$ cat config.mk
export PLATFORM = sky130hd
export DESIGN_NAME = afr_top
export DESIGN_NICKNAME = d
export VERILOG_FILES = /design/src/rtl/afr_pkg.sv /design/src/rtl/afr_trigger.sv /design/src/rtl/afr_src_reg.sv /design/src/rtl/afr_burst.sv /design/src/rtl/afr_top.sv
export SDC_FILE = /design/constraint.sdc
export NUM_CORES = 1
export LEC_CHECK = 0
export ABC_AREA = 1
export BUFFER_PORTS_ARGS = -buffer_cell sky130_fd_sc_hd__clkbuf_2
export CAP_MARGIN = 20
export CORE_ASPECT_RATIO = 0.7
export CORE_MARGIN = 4
export CORE_UTILIZATION = 53
export DETAILED_ROUTE_END_ITERATION = 8
export GPL_ROUTABILITY_DRIVEN = 0
export PLACE_DENSITY = 0.8
export SYNTH_ARGS = -nofsm -noshare
export SYNTH_HDL_FRONTEND = slang
export SYNTH_SLANG_ARGS = --single-unit
$ cat constraint.sdc
create_clock -name clk -period 2.55 [get_ports clk]
set_input_delay 0.51 -clock clk [delete_from_list [all_inputs] [get_ports clk]]
set_output_delay 0.51 -clock clk [all_outputs]
set_load 0.005 [all_outputs]
$ cat src/rtl/afr_pkg.sv
package afr_pkg;
   localparam int NCH = 2;
   localparam logic [1:0] TIMING_FIFO = 2'b11;
   localparam logic [1:0] ADJ_INC = 2'b00;
   localparam logic [1:0] ADJ_DEC = 2'b01;
   typedef enum logic [1:0] {
      ST_IDLE = 2'd0,
      ST_ADDR = 2'd1,
      ST_WAIT = 2'd2
   } burst_st_e;
endpackage

$ cat src/rtl/afr_trigger.sv
module afr_trigger #(
   parameter int LVL_W  = 6,
   parameter int THRESH = 16
) (
   input  logic             clk,
   input  logic             rst_n,
   input  logic [1:0]       tmr_ovf,
   input  logic             tmr_sel,
   input  logic             ch_en,
   input  logic [1:0]       ch_timing,
   input  logic [LVL_W-1:0] fifo_level,
   input  logic             grant,
   output logic             fifo_pop,
   output logic             pend
);
   import afr_pkg::*;

   localparam logic [LVL_W:0] TH = (LVL_W+1)'(THRESH);

   if (THRESH < 1 || THRESH > (1 << LVL_W)) begin : g_bad_thresh
      $error("afr_trigger: THRESH outside level range");
   end

   logic [LVL_W-1:0] post_lvl;
   logic             below;
   logic             req_now;

   assign fifo_pop = tmr_ovf[tmr_sel];
   assign post_lvl = (fifo_level == '0) ? '0 : fifo_level - 1'b1;
   assign below    = {1'b0, post_lvl} < TH;
   assign req_now  = fifo_pop & ch_en & (ch_timing == TIMING_FIFO) & below;

   always_ff @(posedge clk) begin
      if (!rst_n)       pend <= 1'b0;
      else if (req_now) pend <= 1'b1;
      else if (grant)   pend <= 1'b0;
   end

   assert_req_kept_R7: assert property (@(posedge clk) disable iff (!rst_n)
      req_now |=> pend);
endmodule

$ cat src/rtl/afr_src_reg.sv
module afr_src_reg #(
   parameter int AW = 32
) (
   input  logic          clk,
   input  logic          rst_n,
   input  logic          wr,
   input  logic [AW-1:0] wr_addr,
   input  logic          step,
   input  logic [1:0]    adj,
   output logic [AW-1:0] addr
);
   import afr_pkg::*;

   if (AW < 3) begin : g_bad_aw
      $error("afr_src_reg: AW too small for word stepping");
   end

   localparam logic [AW-1:0] WORD = AW'(4);

   logic [AW-1:0] stepped;

   always_comb begin
      case (adj)
         ADJ_INC: stepped = addr + WORD;
         ADJ_DEC: stepped = addr - WORD;
         default: stepped = addr;
      endcase
   end

   always_ff @(posedge clk) begin
      if (!rst_n)    addr <= '0;
      else if (wr)   addr <= wr_addr;
      else if (step) addr <= stepped;
   end
endmodule

$ cat src/rtl/afr_burst.sv
module afr_burst #(
   parameter int AW    = 32,
   parameter int DW    = 32,
   parameter int BEATS = 4
) (
   input  logic                 clk,
   input  logic                 rst_n,
   input  logic [1:0]           pend,
   input  logic [1:0]           irq_en,
   input  logic [1:0][AW-1:0]   src,
   input  logic                 rd_req_ready,
   input  logic                 rsp_valid,
   input  logic [DW-1:0]        rsp_data,
   output logic [1:0]           grant,
   output logic                 rd_req_valid,
   output logic [AW-1:0]        rd_addr,
   output logic [1:0]           fifo_push,
   output logic [DW-1:0]        push_data,
   output logic [1:0]           step,
   output logic [1:0]           irq_done
);
   import afr_pkg::*;

   localparam int BEAT_W = (BEATS > 1) ? $clog2(BEATS) : 1;
   localparam logic [BEAT_W-1:0] LAST = BEAT_W'(BEATS - 1);

   if (BEATS < 2) begin : g_bad_beats
      $error("afr_burst: BEATS must be at least 2");
   end

   burst_st_e         state;
   logic              ch;
   logic [BEAT_W-1:0] beat;
   logic              fire;

   always_comb begin
      grant = 2'b00;
      if (state == ST_IDLE) begin
         if (pend[0])      grant = 2'b01;
         else if (pend[1]) grant = 2'b10;
      end
   end

   assign rd_req_valid = (state == ST_ADDR);
   assign rd_addr      = src[ch];
   assign fire         = (state == ST_WAIT) & rsp_valid;
   assign fifo_push    = fire ? (ch ? 2'b10 : 2'b01) : 2'b00;
   assign step         = fifo_push;
   assign push_data    = rsp_data;

   always_ff @(posedge clk) begin
      if (!rst_n) begin
         state    <= ST_IDLE;
         ch       <= 1'b0;
         beat     <= '0;
         irq_done <= 2'b00;
      end else begin
         irq_done <= 2'b00;
         case (state)
            ST_IDLE: begin
               if (|grant) begin
                  ch    <= grant[1];
                  beat  <= '0;
                  state <= ST_ADDR;
               end
            end
            ST_ADDR: begin
               if (rd_req_ready) state <= ST_WAIT;
            end
            ST_WAIT: begin
               if (rsp_valid) begin
                  if (beat == LAST) begin
                     state        <= ST_IDLE;
                     irq_done[ch] <= irq_en[ch];
                  end else begin
                     beat  <= beat + 1'b1;
                     state <= ST_ADDR;
                  end
               end
            end
            default: state <= ST_IDLE;
         endcase
      end
   end

   assert_grant_single_R3: assert property (@(posedge clk) disable iff (!rst_n)
      $onehot0(grant));
   assert_prio_a_first_R8: assert property (@(posedge clk) disable iff (!rst_n)
      grant[1] |-> !pend[0]);
   assert_push_needs_rsp_R4: assert property (@(posedge clk) disable iff (!rst_n)
      (|fifo_push) |-> rsp_valid);
endmodule

$ cat src/rtl/afr_top.sv
module afr_top #(
   parameter int AW     = 32,
   parameter int DW     = 32,
   parameter int LVL_W  = 6,
   parameter int THRESH = 16,
   parameter int BEATS  = 4
) (
   input  logic             clk,
   input  logic             rst_n,
   input  logic [1:0]       tmr_ovf,
   input  logic             snd_sel_a,
   input  logic             snd_sel_b,
   input  logic [1:0]       chan_en,
   input  logic [3:0]       chan_timing,
   input  logic [3:0]       chan_adj,
   input  logic [1:0]       chan_irq_en,
   input  logic [1:0]       src_wr,
   input  logic [AW-1:0]    src_wr_data,
   input  logic [LVL_W-1:0] level_a,
   input  logic [LVL_W-1:0] level_b,
   output logic [1:0]       fifo_pop,
   output logic             rd_req_valid,
   input  logic             rd_req_ready,
   output logic [AW-1:0]    rd_addr,
   input  logic             rsp_valid,
   input  logic [DW-1:0]    rsp_data,
   output logic [1:0]       fifo_push,
   output logic [DW-1:0]    push_data,
   output logic [AW-1:0]    src_a,
   output logic [AW-1:0]    src_b,
   output logic [1:0]       irq_done
);
   import afr_pkg::*;

   logic [1:0]             tmr_sel;
   logic [1:0][LVL_W-1:0]  levels;
   logic [1:0]             pend;
   logic [1:0]             grant;
   logic [1:0]             step;
   logic [1:0][AW-1:0]     src_q;

   assign tmr_sel = {snd_sel_b, snd_sel_a};
   assign levels  = {level_b, level_a};
   assign src_a   = src_q[0];
   assign src_b   = src_q[1];

   for (genvar i = 0; i < NCH; i++) begin : g_ch
      afr_trigger #(.LVL_W(LVL_W), .THRESH(THRESH)) u_trig (
         .clk        (clk),
         .rst_n      (rst_n),
         .tmr_ovf    (tmr_ovf),
         .tmr_sel    (tmr_sel[i]),
         .ch_en      (chan_en[i]),
         .ch_timing  (chan_timing[2*i +: 2]),
         .fifo_level (levels[i]),
         .grant      (grant[i]),
         .fifo_pop   (fifo_pop[i]),
         .pend       (pend[i])
      );
      afr_src_reg #(.AW(AW)) u_src (
         .clk     (clk),
         .rst_n   (rst_n),
         .wr      (src_wr[i]),
         .wr_addr (src_wr_data),
         .step    (step[i]),
         .adj     (chan_adj[2*i +: 2]),
         .addr    (src_q[i])
      );
   end

   afr_burst #(.AW(AW), .DW(DW), .BEATS(BEATS)) u_burst (
      .clk          (clk),
      .rst_n        (rst_n),
      .pend         (pend),
      .irq_en       (chan_irq_en),
      .src          (src_q),
      .rd_req_ready (rd_req_ready),
      .rsp_valid    (rsp_valid),
      .rsp_data     (rsp_data),
      .grant        (grant),
      .rd_req_valid (rd_req_valid),
      .rd_addr      (rd_addr),
      .fifo_push    (fifo_push),
      .push_data    (push_data),
      .step         (step),
      .irq_done     (irq_done)
   );

   assert_push_onehot_R3: assert property (@(posedge clk) disable iff (!rst_n)
      $onehot0(fifo_push));
   assert_req_hold_R4: assert property (@(posedge clk) disable iff (!rst_n)
      (rd_req_valid && !rd_req_ready) |=> (rd_req_valid && $stable(rd_addr)));
   assert_irq_after_push_R6: assert property (@(posedge clk) disable iff (!rst_n)
      (|irq_done) |-> $past(|fifo_push));
   assert_irq_single_R6: assert property (@(posedge clk) disable iff (!rst_n)
      $onehot0(irq_done));
endmodule

==> results of run 1 <==
## worst reg2reg max path, stage by stage (launching register included)
cell,delay [ns]
sky130_fd_sc_hd__dfxtp_1,0.35
sky130_fd_sc_hd__inv_1,0.07
sky130_fd_sc_hd__nor2_2,0.14
sky130_fd_sc_hd__inv_1,0.09
sky130_fd_sc_hd__nor3_1,0.38
sky130_fd_sc_hd__nand2_1,0.17
sky130_fd_sc_hd__nand2_1,0.33
sky130_fd_sc_hd__clkinv_1,0.39
sky130_fd_sc_hd__nand2_1,0.16
sky130_fd_sc_hd__a31oi_1,0.09
## flip-flops by register name, summed over array words and instances (netlist names)
name / cells
u_burst.irq_done: 2
u_burst.beat: 2
g_ch.u_trig.pend: 2
u_burst.ch: 1
u_burst.state: 2
g_ch.u_src.addr: 64
## through the flow
| step | hold slack [ns] | std cells |
|---|---|---|
| floorplan | 0.444 | 1400 |
| global placement | 0.456 | 1696 |
| detailed placement | 0.487 | 1696 |
| CTS | 0.398 | 1712 |
| global route | 0.418 | 1712 |
| finish | 0.394 | 1712 |
## synth_stat cells (18+ instances only)
cell	count
sky130_fd_sc_hd__nand2_1	520
sky130_fd_sc_hd__dfxtp_1	73
sky130_fd_sc_hd__clkbuf_1	24
sky130_fd_sc_hd__a22oi_1	23
sky130_fd_sc_hd__buf_4	40
sky130_fd_sc_hd__xnor2_1	18
sky130_fd_sc_hd__nand3_1	119
sky130_fd_sc_hd__a31oi_1	18
sky130_fd_sc_hd__o21ai_0	65
sky130_fd_sc_hd__a21oi_1	61
sky130_fd_sc_hd__nor2_1	101
sky130_fd_sc_hd__inv_1	192
sky130_fd_sc_hd__a41oi_1	32
## final cells by class
class | count | area (µm²) | area share
clock buffers | 11 | 253 | 0.0287
clock inverters | 5 | 77.6 | 0.00881
inverters | 201 | 754 | 0.0857
multi-input cells | 1039 | 4940 | 0.561
flip-flops and latches | 73 | 1460 | 0.166
well taps | 190 | 238 | 0.0270
repair buffers | 193 | 1080 | 0.122
## cells by family (layout without fill, tap and decap cells)
logic type,count (synthesis),count (layout),share of synthesized area
simple gates,794,794,0.430
buf+inv,288,410,0.168
compound gates,216,216,0.175
flops,73,73,0.190
xor+xnor,26,26,0.0316
fa+ha+maj,3,3,0.00488
## worst paths after layout
check | from | endpoint | slack, ns
setup / recovery | u_burst.state[1] | g_ch[0].u_src.addr[14] | 0.26
hold / removal | chan_irq_en[1] | u_burst.irq_done[1] | 0.39
setup reg to reg | u_burst.state[1] | g_ch[0].u_src.addr[14] | 0.26
hold reg to reg | g_ch[1].u_trig.pend | g_ch[1].u_trig.pend | 0.49
## metal layers
metal / vias up / wire length (µm) / part of all wire / track usage
met1: 4371 / 11500 / 0.40 / 0.446
met3: 109 / 4420 / 0.15 / 0.0948
li1: 4694 / - / - / -
met5: - / 0 / 0 / 0
met2: 772 / 11700 / 0.41 / 0.517
met4: 0 / 1060 / 0.037 / 0.121
## report_power, final
part	switching [mW]	internal, mW
Clock	0.555	0.908
Combinational	0.681	0.371
Sequential	0.0833	1.20
Total	1.32	2.48
==> results.toml, run 1 <==
[power_and_ir_drop]
ir_drop_uv = 353
powerDensity_nw_per_um2 = 431
p_total_mw = 3.80
cellLeakagePower_nw = 4.44

[worst_setup_path]
family_with_the_most_delay_on_the_worst_path = "simple AND/OR/NAND/NOR gates"
critical_path_depth = 9
endpoint_required_time_on_the_critical_path_ns = 2.78
peak_fanout_along_the_critical_path = 10
critPathMaxStageDelay_ns = 0.39
critical_path.endpoint_type = "flop"
timing.critical_path.slowest_stage_cell = "sky130_fd_sc_hd__clkinv_1"
reg2reg_depth = 9
sum_of_buffers_and_inverters_on_the_critical_path = 3
crit_chain = "inv_1 -> nor2_2 -> inv_1 -> nor3_1 -> nand2_1 -> nand2_1 -> clkinv_1 -> nand2_1 -> a31oi_1"
timing.setup.critical_path_class = "flop to flop"
critPathLaunchType = "flop"
worstPathArrival_ns = 2.51
crit_top_cell = "sky130_fd_sc_hd__nand2_1"

[timing]
setup_ws_ns = 0.263
final.setup_skew_ns = 0.00459
max-slew-margin-rel = 0.647
drv_slew = 0
min_period_over_period = 0.897
setup_tns_ns = 0
unrepaired_setup_endpoints_after_global_routing = "false"
finalSetupViolCount = 0
final_hold_fails = 0
worst_pin_slew_ns = 0.530
layout_min_cycle_time_ns = 2.29
clock.fmax_mhz = 437

[drt]
routed_wirelength_um = 28700
detailedRoute.firstPassIterationCount = 9
drt_iter0_drc = 1427
drt-wirelength-per-cell_um = 16.7
drtAntennaViolNets = 0
post-route-drc-count = 0
num_vias = 9946
vias_per_cell = 5.81

[layout]
num-fill-cells = 1398
final_standard_cell_area_without_fillers_um2 = 8810
most_common_library_cell_in_the_layout_ignoring_fill_and_taps = "sky130_fd_sc_hd__nand2_1"
final_cell_mix = "sky130_fd_sc_hd__nand2_1 (520), sky130_fd_sc_hd__inv_1 (191), sky130_fd_sc_hd__clkbuf_2 (168)"
antenna-diode-count = 0
post_route_cells_drive_above_1_share = 0.168
finalCoreUtilization = 0.627
area_growth_syn_to_layout_pct = 14.6
fin_nets = 1618

[die]
core.rowCount = 36
io_pins = 233
floorplan.initialDensity = 0.547
die-area_um2 = 16500
die_w_um = 152
core_region_area_um2 = 14100
die_height_um = 109

[clocking]
tritoncts_num_sinks = 73
cts-hold-fix-buffers = 0
post_cts.repair.setup_buffers = 0
tritoncts.num_buffers = 9
cts_root_buf = "sky130_fd_sc_hd__clkbuf_16"
worstSkewPairLatency_ns = 0.34
tritoncts_clock_tree = "done"
htreeDepth = 3
postCtsResizedCells = 0
cts.path.max_buffers = 2
clkTransAtPathRegs_ns = 0.06

[synth]
synth_async_sr_flop_share = 0
synth_warnings = 0
yosysTopAreaCell = "sky130_fd_sc_hd__nand2_1"
synth_enable_flop_cells = 0
synth_top_cells_by_area = "sky130_fd_sc_hd__nand2_1 (25%), sky130_fd_sc_hd__dfxtp_1 (19%), sky130_fd_sc_hd__inv_1 (9.4%)"
sequential_to_total_area_share_from_yosys_stat = 0.190
synth.net_count = 1501
synthCells = 1400
netlist_area_um2 = 7690
area_share_of_the_largest_cell_type_after_synthesis = 0.254
yosys_register_bits = 73
syn-mean-instance-area_um2 = 5.49
postSynth.topFlopCell = "sky130_fd_sc_hd__dfxtp_1"
synthDistinctLibCells = 39

[hold_path]
hold_path_class = "input port to flop"
min_delay_path_depth = 3

[outcome]
status = "complete, no violations"

[global_routing]
grt_pass1_wl_um = 44700
grt_pass1_vias = 8757
groute.usage.overall = 0.333
globalRoute.totalOverflow = 0
grt_start_max_net_pins = 61
grt_antenna_before_repair = 0

[run]
max-cap-violations = 0

[placement]
dpl_cell_area_um2 = 8480
place_hpwl_um = 22300
post-place-ws_ns = 0.121
i_o_buffers = 168
No activity file was read; power rests on OpenSTA's default activity.
==> inputs of run 2 (changes only) <==
- CORE_MARGIN: 4 -> 2
- CORE_UTILIZATION: 53 -> 55
- PLACE_DENSITY: 0.8 -> 0.81
- SYNTH_HIERARCHICAL: not set -> 1
==> run 2 against run 1 <==
  * Sequential share of layout area is 1.2 points lower
  * Critical path depth is 6 higher
  * Power is 9.5% higher
  * Clock-buffer cell count is 2 lower
  * Clock skew is 0.0083 ns higher
  * Sequential cell count stayed put
  * Combinational power is 30% higher
  * Utilization is 1.3 points higher
  * Largest cell class unchanged
  * Highest routed layer unchanged
==> results.toml, run 2 <==
[clocking]
cts_root_buf = "sky130_fd_sc_hd__clkbuf_16"
post_cts.repair.setup_buffers = 0
htreeDepth = 3
tritoncts.num_buffers = 9
cts-hold-fix-buffers = 0
cts.path.max_buffers = 2
tritoncts_clock_tree = "done"
tritoncts_num_sinks = 73
postCtsResizedCells = 0
worstSkewPairLatency_ns = 0.35
clkTransAtPathRegs_ns = 0.07

[drt]
routed_wirelength_um = 30700
drt-wirelength-per-cell_um = 16.2
vias_per_cell = 5.80
detailedRoute.firstPassIterationCount = 7
num_vias = 10971
drtAntennaViolNets = 0
post-route-drc-count = 0
drt_iter0_drc = 1619

[layout]
num-fill-cells = 1484
most_common_library_cell_in_the_layout_ignoring_fill_and_taps = "sky130_fd_sc_hd__nand2_1"
top_register = "g_ch.u_src/addr"
post_route_cells_drive_above_1_share = 0.159
final_cell_mix = "sky130_fd_sc_hd__nand2_1 (606), sky130_fd_sc_hd__nor2_1 (188), sky130_fd_sc_hd__inv_1 (184)"
fin_nets = 1792
largest_register_ffs = 64
area_growth_syn_to_layout_pct = 12.8

[timing]
finalSetupViolCount = 0
setup_tns_ns = 0
layout_min_cycle_time_ns = 2.30
drv_slew = 0
worst_pin_slew_ns = 0.584
unrepaired_setup_endpoints_after_global_routing = "false"
fin_hold_ws_ns = 0.376
final_hold_fails = 0
clock.fmax_mhz = 435
final.setup_skew_ns = 0.0129
min_period_over_period = 0.903
max-slew-margin-rel = 0.610

[synth]
synthDistinctLibCells = 41
synth_async_sr_flop_share = 0
netlist_area_um2 = 8390
syn-mean-instance-area_um2 = 5.34
synthCells = 1572
postSynth.topFlopCell = "sky130_fd_sc_hd__dfxtp_1"
synth_enable_flop_cells = 0
synth_most_common_cell = "sky130_fd_sc_hd__nand2_1"
area_share_of_the_largest_cell_type_after_synthesis = 0.271
sequential_to_total_area_share_from_yosys_stat = 0.174
yosys_register_bits = 73
synth.cells.most_frequent = "sky130_fd_sc_hd__nand2_1 (606), sky130_fd_sc_hd__nor2_1 (188), sky130_fd_sc_hd__inv_1 (184), sky130_fd_sc_hd__nand3_1 (139), sky130_fd_sc_hd__a21oi_1 (80)"
synth.net_count = 1673
yosysTopAreaCell = "sky130_fd_sc_hd__nand2_1"
synth_top_cells_by_area = "sky130_fd_sc_hd__nand2_1 (27%), sky130_fd_sc_hd__dfxtp_1 (17%), sky130_fd_sc_hd__nor2_1 (8.4%)"
synth_warnings = 6

[power_and_ir_drop]
ir_drop_uv = 353
powerDensity_nw_per_um2 = 439
cellLeakagePower_nw = 5.12

[worst_setup_path]
critical_path.endpoint_type = "flop"
critPathLaunchType = "input port"
endpoint_required_time_on_the_critical_path_ns = 2.81
worstReg2RegStart = "g_ch[1].u_src/addr[3]"
timing.setup.critical_path_class = "input port to flop"
startpoint = "chan_adj[1]"
peak_fanout_along_the_critical_path = 27
worstPathArrival_ns = 2.56

[die]
core.rowCount = 37
die_w_um = 152
floorplan.initialDensity = 0.567
core_region_area_um2 = 14800
io_pins = 233
die-area_um2 = 16300
die_height_um = 107

[global_routing]
grt_pass1_vias = 9540
globalRoute.totalOverflow = 0
groute.usage.overall = 0.373
grt_antenna_before_repair = 1
grt_start_max_net_pins = 40
grt_pass1_wl_um = 47900

[hold_path]
hold_path_class = "input port to flop"
hp-start = "chan_irq_en[1]"

[outcome]
status = "complete, no violations"

[placement]
i_o_buffers = 168
place_hpwl_um = 23900

[run]
max-cap-violations = 0
-- run 2: report_power, final --
group | total (mW) | internal [mW] | switching (mW) | leakage (nW)
registers | 1.36 | 1.22 | 0.137 | 0.602
clock network | 1.44 | 0.869 | 0.576 | 0.153
logic | 1.36 | 0.464 | 0.893 | 4.37
total | 4.16 | 2.55 | 1.61 | 5.12
-- run 2: worst max-delay path, stage by stage --
cell	delay, ns
sky130_fd_sc_hd__clkbuf_2	0.12
sky130_fd_sc_hd__inv_4	0.18
sky130_fd_sc_hd__nand2_8	0.16
sky130_fd_sc_hd__buf_12	0.21
sky130_fd_sc_hd__nand2_1	0.07
sky130_fd_sc_hd__nand2_1	0.09
sky130_fd_sc_hd__nor2_1	0.15
sky130_fd_sc_hd__nand2_1	0.07
sky130_fd_sc_hd__nor2_1	0.29
sky130_fd_sc_hd__nand3_1	0.20
sky130_fd_sc_hd__nand3_1	0.13
sky130_fd_sc_hd__nand2_1	0.05
sky130_fd_sc_hd__nand3_1	0.10
sky130_fd_sc_hd__nand2_1	0.06
sky130_fd_sc_hd__a21oi_1	0.13
-- run 2: metrics by stage --
stage | setup slack, ns | util | power (mW) | cells | cell area (µm²)
floorplan | 0.518 | - | 2.26 | 1572 | 8390
global placement | 0.0487 | 0.617 | 2.65 | 1875 | 9140
detailed placement | 0.00779 | 0.617 | 2.68 | 1875 | 9140
CTS | 0.355 | 0.639 | 4.11 | 1891 | 9470
global route | 0.133 | 0.639 | 4.36 | 1891 | 9470
finish | 0.249 | 0.639 | 4.16 | 1892 | 9470
-- run 2: cell families after synthesis --
family,after synthesis,synth area share
xor gates and xnor gates,20,0.0298
and+or+nand+nor,1001,0.496
AOI/OAI and AO/OA,195,0.140
buffers and inverters,280,0.156
DFF,73,0.174
adders and majority gates,3,0.00447
-- run 2: final timing paths --
path                            endpoint  slack [ns]  depth (start not counted)
setup / recovery  g_ch[0].u_src/addr[20]        0.25                         15
hold reg to reg      g_ch[1].u_trig/pend        0.50                          2
hold / removal       u_burst/irq_done[1]        0.38                          3
setup reg to reg  g_ch[1].u_src/addr[30]        0.34                         15
-- run 2: routing by layer --
metal	global-route usage	vias up	routed length [µm]
met5	0	-	0
met1	0.511	4773	11900
met4	0.145	0	1350
li1	-	5200	-
met3	0.106	127	4720
met2	0.552	871	12700
-- run 2: final cells by class --
cell class / instances / area [µm²] / share of cell area
multi-input combinational: 1219 / 5620 / 0.593
antenna: 1 / 2.50 / 0.000264
sequential: 73 / 1460 / 0.154
timing repair buffer: 193 / 1080 / 0.114
clock buffer: 9 / 225 / 0.0238
clock inverter: 7 / 101 / 0.0107
tap: 195 / 244 / 0.0258
inverter: 195 / 737 / 0.0778
